$ cat config.mk
export PLATFORM = sky130hd
export DESIGN_NAME = phy_ready_watchdog
export DESIGN_NICKNAME = d
export VERILOG_FILES = /design/src/rtl/prw_pkg.sv /design/src/rtl/prw_reload.sv /design/src/rtl/prw_counter.sv /design/src/rtl/prw_fsm.sv /design/src/rtl/phy_ready_watchdog.sv
export SDC_FILE = /design/constraint.sdc
export NUM_CORES = 1
export LEC_CHECK = 0
export CAP_MARGIN = 20
export CORE_UTILIZATION = 56
export CTS_CLUSTER_SIZE = 16
export DETAILED_ROUTE_END_ITERATION = 8
export PLACE_DENSITY = 0.82
export SLEW_MARGIN = 40
export SYNTH_ARGS = -nofsm -noshare
export SYNTH_HDL_FRONTEND = slang
export SYNTH_SLANG_ARGS = --single-unit
$ cat constraint.sdc
create_clock -name clk_i -period 2 [get_ports clk_i]
set_input_delay 0.4 -clock clk_i [delete_from_list [all_inputs] [get_ports clk_i]]
set_output_delay 0.4 -clock clk_i [all_outputs]
set_load 0.05 [all_outputs]
$ cat src/rtl/prw_pkg.sv
package prw_pkg;

    typedef enum logic [1:0] {
        ST_OFF   = 2'd0,
        ST_WATCH = 2'd1,
        ST_COUNT = 2'd2,
        ST_FIRE  = 2'd3
    } prw_state_t;

endpackage

$ cat src/rtl/prw_reload.sv
module prw_reload #(
    parameter int TMO_W   = 10,
    parameter int GRAN_SH = 9,
    localparam int CNT_W  = TMO_W + GRAN_SH
) (
    input  logic [TMO_W-1:0] tmo_field_i,
    output logic [CNT_W-1:0] rld_o,
    output logic             rld_zero_o
);

    generate
        if (GRAN_SH == 0) begin : g_noshift
            assign rld_o = tmo_field_i;
        end else begin : g_shift
            assign rld_o = {tmo_field_i, {GRAN_SH{1'b0}}};
        end
    endgenerate

    assign rld_zero_o = (tmo_field_i == '0);

endmodule

$ cat src/rtl/prw_counter.sv
module prw_counter #(
    parameter int CNT_W = 19
) (
    input  logic             clk_i,
    input  logic             rst_ni,
    input  logic             ld_i,
    input  logic             ld_m1_i,
    input  logic             dec_i,
    input  logic [CNT_W-1:0] rld_i,
    output logic             zero_o
);

    logic [CNT_W-1:0] cnt_q;

    always_ff @(posedge clk_i or negedge rst_ni) begin
        if (!rst_ni) begin
            cnt_q <= '0;
        end else if (ld_i) begin
            cnt_q <= rld_i;
        end else if (ld_m1_i) begin
            cnt_q <= rld_i - CNT_W'(1);
        end else if (dec_i) begin
            cnt_q <= cnt_q - CNT_W'(1);
        end
    end

    assign zero_o = (cnt_q == '0);

endmodule

$ cat src/rtl/prw_fsm.sv
module prw_fsm
    import prw_pkg::*;
(
    input  logic       clk_i,
    input  logic       rst_ni,
    input  logic       en_i,
    input  logic       rdy_i,
    input  logic       cnt_zero_i,
    input  logic       rld_zero_i,
    output logic       ld_o,
    output logic       ld_m1_o,
    output logic       dec_o,
    output logic       req_o,
    output prw_state_t state_o
);

    prw_state_t state_q, state_d;

    // state register
    always_ff @(posedge clk_i or negedge rst_ni) begin
        if (!rst_ni) state_q <= ST_OFF;
        else         state_q <= state_d;
    end

    // next state and counter control
    always_comb begin
        state_d = state_q;
        ld_o    = 1'b0;
        ld_m1_o = 1'b0;
        dec_o   = 1'b0;
        if (!en_i) begin
            state_d = ST_OFF;
            ld_o    = 1'b1;
        end else if (rdy_i) begin
            state_d = ST_WATCH;
            ld_o    = 1'b1;
        end else begin
            unique case (state_q)
                ST_OFF, ST_WATCH: begin
                    if (rld_zero_i) begin
                        state_d = ST_FIRE;
                        ld_o    = 1'b1;
                    end else begin
                        state_d = ST_COUNT;
                        ld_m1_o = 1'b1;
                    end
                end
                ST_COUNT: begin
                    if (cnt_zero_i) begin
                        state_d = ST_FIRE;
                        ld_o    = 1'b1;
                    end else begin
                        dec_o   = 1'b1;
                    end
                end
                ST_FIRE: begin
                    state_d = ST_COUNT;
                    ld_o    = 1'b1;
                end
                default: begin
                    state_d = ST_OFF;
                    ld_o    = 1'b1;
                end
            endcase
        end
    end

    // outputs
    always_comb begin
        req_o   = (state_q == ST_FIRE);
        state_o = state_q;
    end

endmodule

$ cat src/rtl/phy_ready_watchdog.sv
module phy_ready_watchdog
    import prw_pkg::*;
#(
    parameter int TMO_W   = 10,
    parameter int GRAN_SH = 9,
    localparam int CNT_W  = TMO_W + GRAN_SH
) (
    input  logic             clk_i,
    input  logic             rst_ni,
    input  logic             phy_rdy_i,
    input  logic             wd_en_i,
    input  logic [TMO_W-1:0] tmo_field_i,
    output logic             phy_rst_req_o
);

    logic [CNT_W-1:0] rld;
    logic             rld_zero;
    logic             cnt_zero;
    logic             ld, ld_m1, dec;
    prw_state_t       state_q;

    prw_reload #(.TMO_W(TMO_W), .GRAN_SH(GRAN_SH)) u_reload (
        .tmo_field_i (tmo_field_i),
        .rld_o       (rld),
        .rld_zero_o  (rld_zero)
    );

    prw_counter #(.CNT_W(CNT_W)) u_counter (
        .clk_i   (clk_i),
        .rst_ni  (rst_ni),
        .ld_i    (ld),
        .ld_m1_i (ld_m1),
        .dec_i   (dec),
        .rld_i   (rld),
        .zero_o  (cnt_zero)
    );

    prw_fsm u_fsm (
        .clk_i      (clk_i),
        .rst_ni     (rst_ni),
        .en_i       (wd_en_i),
        .rdy_i      (phy_rdy_i),
        .cnt_zero_i (cnt_zero),
        .rld_zero_i (rld_zero),
        .ld_o       (ld),
        .ld_m1_o    (ld_m1),
        .dec_o      (dec),
        .req_o      (phy_rst_req_o),
        .state_o    (state_q)
    );

endmodule

==> results of run 1 <==
-- metrics by stage --
stage / hold slack (ps) / power [W] / std cells / util, %
floorplan: 104 / 0.000651 / 150 / -
global route: 477 / 0.00105 / 223 / 76.3
finish: 451 / 0.000996 / 223 / 76.3
detailed placement: 581 / 0.000773 / 218 / 73.2
global placement: 562 / 0.000759 / 218 / 73.2
CTS: 474 / 0.000981 / 223 / 75.2
-- power by group through the flow --
stage                     combinational [W]  clock, W  sequential, W
after floorplan                    0.000152         0       0.000499
after global placement             0.000255         0       0.000504
after detailed placement           0.000266         0       0.000507
after CTS                          0.000272  0.000210       0.000499
after global routing               0.000303  0.000234       0.000508
final                              0.000279  0.000213       0.000504
-- worst min-delay path by stage --
stage / endpoint / slack, ps / depth (start not counted)
2_1_floorplan: u_counter.cnt_q[0] / 100 / 0
3_3_place_gp: u_counter.cnt_q[0] / 560 / 1
3_5_place_dp: u_counter.cnt_q[0] / 580 / 1
4_1_cts: u_fsm.state_o[0] / 470 / 2
5_1_grt: u_counter.cnt_q[4] / 480 / 2
6_report: u_fsm.state_o[0] / 450 / 2
-- final cells by class --
type	count	area [um2]	area share (%)
multi-input cells	117	898	47.5
well taps	30	37.5	1.99
inverters	5	18.8	0.993
flip-flops and latches	21	526	27.8
clock buffers	4	26.3	1.39
repair buffers	46	383	20.3
-- Yosys cell counts (2+ instances only) --
| master | count |
|---|---|
| o21a_1 | 4 |
| o221a_1 | 2 |
| o31a_1 | 3 |
| nand4_1 | 5 |
| o21ai_0 | 9 |
| nor3b_1 | 3 |
| xnor2_1 | 8 |
| nor2_1 | 13 |
| xor2_1 | 8 |
| ha_1 | 3 |
| nor2b_1 | 2 |
| or3_1 | 3 |
| nor4_4 | 2 |
| nor3_1 | 8 |
| nand2_1 | 3 |
| buf_2 | 2 |
| inv_1 | 5 |
| nor4_1 | 5 |
| nand4b_1 | 2 |
| dfrtp_1 | 21 |
| nand3_1 | 3 |
| buf_6 | 3 |
| a21oi_1 | 7 |
| a32oi_1 | 3 |
-- kinds of logic (layout without fill, tap and decap cells) --
kind of cell | count (synthesis) | in the layout | synth area share, %
mux | 1 | 1 | 0.686
compound gates | 37 | 37 | 18.6
xor+xnor | 16 | 16 | 9.60
buf+inv | 12 | 55 | 5.06
fa+ha+maj | 3 | 3 | 2.57
flops | 21 | 21 | 36.0
simple gates | 60 | 60 | 27.5
-- layer usage --
metal | vias up | track usage [%] | part of all wire (%)
met5 | - | 0 | 0
met4 | 0 | 6.58 | 0.86
met3 | 4 | 3.45 | 4.2
met2 | 44 | 57.0 | 52
met1 | 687 | 36.6 | 43
li1 | 654 | - | -
-- worst max-delay path, delay by kind of cell --
family / cells / cell delay [ps]
and+or+nand+nor: 2 / 550
AOI/OAI and AO/OA: 3 / 670
buffers and inverters: 2 / 590
-- what timing repair did --
item	4_1_cts	5_1_grt
setup endpoints to repair	6	5
pin swaps	1	0
endpoints found under the hold margin	0	0
gates resized for setup	8	5
setup buffers	1	0
-- registers in the layout, summed over array words and instances (netlist names) --
register	flops
u_counter.cnt_q	19
u_fsm.state_o	2
==> flow_summary.ini, run 1 <==
[sta]
final.setup.worst_slack_ps = 49.0
post-route-min-period_ps = 1950
max_freq_mhz = 513
max-slew-margin-rel_pct = 72.9
setup_viol = 0
tns_ps = 0
fin_worst_skew_ps = 9.35
finalCritPeriodShare_pct = 97.6
hold_viol = 0
max_slew.worst_pin.slew_ps = 403
rsz0062_at_grt = yes
slew_viol_final = 0

[yosys]
synth-seq-cells = 21
mappedNetlistArea_mm2 = 0.00146
synth_warnings = 0
yosys.area.top_type = dfrtp_1
ys_seq_area_share_pct = 36.0
synth_area_leaders = dfrtp_1 (36%), xnor2_1 (4.8%), xor2_1 (4.8%)
syn_area_per_cell_um2 = 9.73
async_reset_ff_share_pct = 100
yosys.area.top_type_share_pct = 36.0
synth-main-ff-cell = dfrtp_1
synth_edf_count = 0
syn_nets = 167
synth_cells = 150
ys_types = 47

[power_and_ir_drop]
internal_power_w = 0.000679
p_sw_w = 0.000317
p_sw_share_pct = 31.8
seqPwrFrac_pct = 50.6
power_frac_comb_pct = 28.0
power.density_mw_per_mm2 = 527
ir_drop_mv = 0.435
leakagePower_nw = 0.737
clkPwrFrac_pct = 21.4

[cts]
cts_tree = done
clkLatencyLatePin_ps = 310
cts_buffers = 3
cts_sinks = 21
clockBufferDepth = 2
hold_buffers = 0
htreeDepth = 1
clockRootBuffer = clkbuf_4
clkTransAtPathRegs_ps = 130

[setup_path]
crit_start = tmo_field_i[6]
worstSetupStartpointType = input pin
crit_fanout = 5
crit_path_cell_trace = clkdlybuf4s50_1, or3_1, o31ai_4, buf_6, nor2_1, a21oi_2, o221a_1
crit_path_end_kind = register
cp_slowest_cell = or3_1
reg2regPathDepth = 7
endpoint = u_counter.cnt_q[16]
worstReg2RegEnd = u_counter.cnt_q[16]
crit_required_ps = 2260
slowest_delay_ps = 500
critPathKind = input pin to register
arrival_ps = 2210
r2r_setup_slack_ps = 80
r2r_start = u_counter.cnt_q[0]

[finish]
area_growth_pct = 29.4
nFillCells = 167
layout_commonest_cell = buf_4
nets = 211
final_cell_mix = buf_4 (31), dfrtp_1 (21), nor2_1 (13)
drive_gt1_share_pct = 28.5
antenna_cells = 0
fin_area_mm2 = 0.00189

[run]
max_cap_violations = 0

[placement]
portBuffers = 14
dp_slack_ps = -419
place_area_mm2 = 0.00181
hpwl_mm = 2.93
gp_congestion = 0.899

[grt]
gr-usage-all-layers_pct = 30.4
grt_pass1_vias = 1365
grt_pass1_wl_mm = 6.14
antenna_found_initial = 0
overflow = 0
grt_max_degree = 22

[die]
dieHeight_um = 53.1
rows = 18
fp.dieArea_mm2 = 0.00282
core_region_area_mm2 = 0.00248
io_pins = 15
die_w_um = 53.1
start_util_pct = 58.9

[min_path]
hold_path.class = input pin to async pin

[routing]
drcViolationCount = 0
vias = 1389
drt_iter0_drc = 41
drtPass1Iterations = 4
avgRoutedWirePerCell_um = 17.2
antenna_left = 0
vias_per_cell = 6.23
wl_mm = 3.84

[status]
outcome = finished clean
Note: power is estimated with default switching activity, not from simulation.
==> inputs of run 2 (changes only) <==
--- a/config.mk
+++ b/config.mk
@@ -6,10 +6,11 @@
 export NUM_CORES = 1
 export LEC_CHECK = 0
 export CAP_MARGIN = 20
-export CORE_UTILIZATION = 56
+export CORE_UTILIZATION = 62
 export CTS_CLUSTER_SIZE = 16
 export DETAILED_ROUTE_END_ITERATION = 8
-export PLACE_DENSITY = 0.82
+export DONT_BUFFER_PORTS = 1
+export PLACE_DENSITY = 0.81
 export SLEW_MARGIN = 40
 export SYNTH_ARGS = -nofsm -noshare
 export SYNTH_HDL_FRONTEND = slang
==> flow_summary.ini, run 2 (same netlist as run 1, synthesis figures left out) <==
[die]
io_pins = 15
rows = 17
start_util_pct = 66.0
die_w_um = 50.5
core_region_area_mm2 = 0.00221
dieHeight_um = 50.5
fp.dieArea_mm2 = 0.00255

[finish]
nFillCells = 184
area_growth_pct = 6.77
fin_area_mm2 = 0.00156
regMostFlops = u_counter.cnt_q
final_core_util_pct = 70.5
final_cell_mix = dfrtp_1 (21), nor2_1 (13), o21ai_0 (9)
largest_register_ffs = 19
multiInputGateArea_um2 = 887
drive_gt1_share_pct = 17.9
nets = 174
layout_commonest_cell = dfrtp_1
antenna_cells = 0
area.sequential_um2 = 526

[setup_path]
cp_num_buf_inv = 1
slowest_delay_ps = 450
path_delay_family = simple AND/OR/NAND/NOR gates
crit_fanout = 4
crit_required_ps = 2210
worstSetupStartpointType = register
r2r_setup_slack_ps = 130
crit_path_end_kind = register
r2r_start = u_counter.cnt_q[1]
reg2regPathDepth = 7
crit_path_cell_trace = inv_1, ha_1, nor3b_4, nand4_1, nor3_2, xor2_1, o221a_1
critPathKind = register to register
arrival_ps = 2080
worstReg2RegEnd = u_counter.cnt_q[16]
cp_slowest_cell = dfrtp_1

[power_and_ir_drop]
power.density_mw_per_mm2 = 595
ir_drop_mv = 0.397
leakagePower_nw = 0.567

[cts]
htreeDepth = 1
clkLatencyLatePin_ps = 320
cts_tree = done
cts_buffers = 3
clockRootBuffer = clkbuf_4
cts_sinks = 21
clkTransAtPathRegs_ps = 130
clockBufferDepth = 2

[placement]
dp_slack_ps = -7.11
portBuffers = 0
place_area_mm2 = 0.00149
gp_congestion = 0.802
hpwl_mm = 2.42

[sta]
slew_viol_final = 0
post-route-min-period_ps = 1870
final.setup.worst_slack_ps = 133
max-slew-margin-rel_pct = 67.6
tns_ps = 0
rsz0062_at_grt = no
hold_viol = 0
finalCritPeriodShare_pct = 93.4
max_slew.worst_pin.slew_ps = 489
setup_viol = 0
fin_worst_skew_ps = 8.68
max_freq_mhz = 535

[routing]
drt_iter0_drc = 44
antenna_left = 0
vias = 1204
vias_per_cell = 6.54
drcViolationCount = 0
avgRoutedWirePerCell_um = 17.5
drtPass1Iterations = 4
wl_mm = 3.23

[grt]
antenna_found_initial = 0
overflow = 0
grt_max_degree = 22
grt_pass1_vias = 1261
gr-usage-all-layers_pct = 28.8
grt_pass1_wl_mm = 5.53

[run]
max_cap_violations = 0

[min_path]
hold_path.class = input pin to async pin

[status]
outcome = finished clean
-- run 2: cell types whose count changed in the layout (fill, tap and decap cells not counted), moves of 2 or more --
cell / delta
buf_4: -23
buf_6: -2
clkdlybuf4s50_1: -11
dlygate4sd2_1: -2
-- run 2: cell type report --
class	count	area share (%)
clock inverters	1	0.321
clock buffers	3	1.44
flip-flops and latches	21	33.7
inverters	5	1.20
multi-input cells	117	56.9
well taps	28	2.25
repair buffers	9	4.17
-- run 2: stage by stage --
step | power (W) | hold slack (ps) | cells
finish | 0.000927 | 15.4 | 184
global route | 0.000971 | 38.9 | 184
CTS | 0.000911 | 163 | 183
detailed placement | 0.000696 | 105 | 178
global placement | 0.000686 | 105 | 178
floorplan | 0.000651 | 104 | 150
-- run 2: timing repair --
action | 4_1_cts | 5_1_grt
setup endpoints to repair | 0 | 9
buffers inserted | 0 | 1
hold buffers | 1 | 0
gates resized for setup | 0 | 5
hold endpoints to repair | 21 | 0
-- run 2: routing by layer --
layer  GRT usage, %  vias up  wire [um]
met2           48.7       42       1620
li1               -      574          -
met5              0        -          0
met4           9.26        0         37
met3           4.85        5        116
met1           37.4      583       1450
-- run 2: how the worst max path moves through the flow --
stage                            start                   to  cells past startpoint  slack [ps]
finish              u_counter.cnt_q[1]  u_counter.cnt_q[16]                      7         130
global route        u_counter.cnt_q[1]   u_counter.cnt_q[6]                      7           5
CTS                 u_counter.cnt_q[5]  u_counter.cnt_q[18]                      5          40
detailed placement      tmo_field_i[0]  u_counter.cnt_q[18]                      8          -7
global placement        tmo_field_i[0]  u_counter.cnt_q[18]                      8          70
floorplan               tmo_field_i[0]  u_counter.cnt_q[18]                      7         170
-- run 2: where the power goes --
group / leakage [nW] / switching [W] / internal (W) / total (W)
registers: 0.258 / 0.0000473 / 0.000455 / 0.000502
clock network: 0.0177 / 0.000139 / 0.0000748 / 0.000213
logic: 0.292 / 0.000110 / 0.000101 / 0.000211
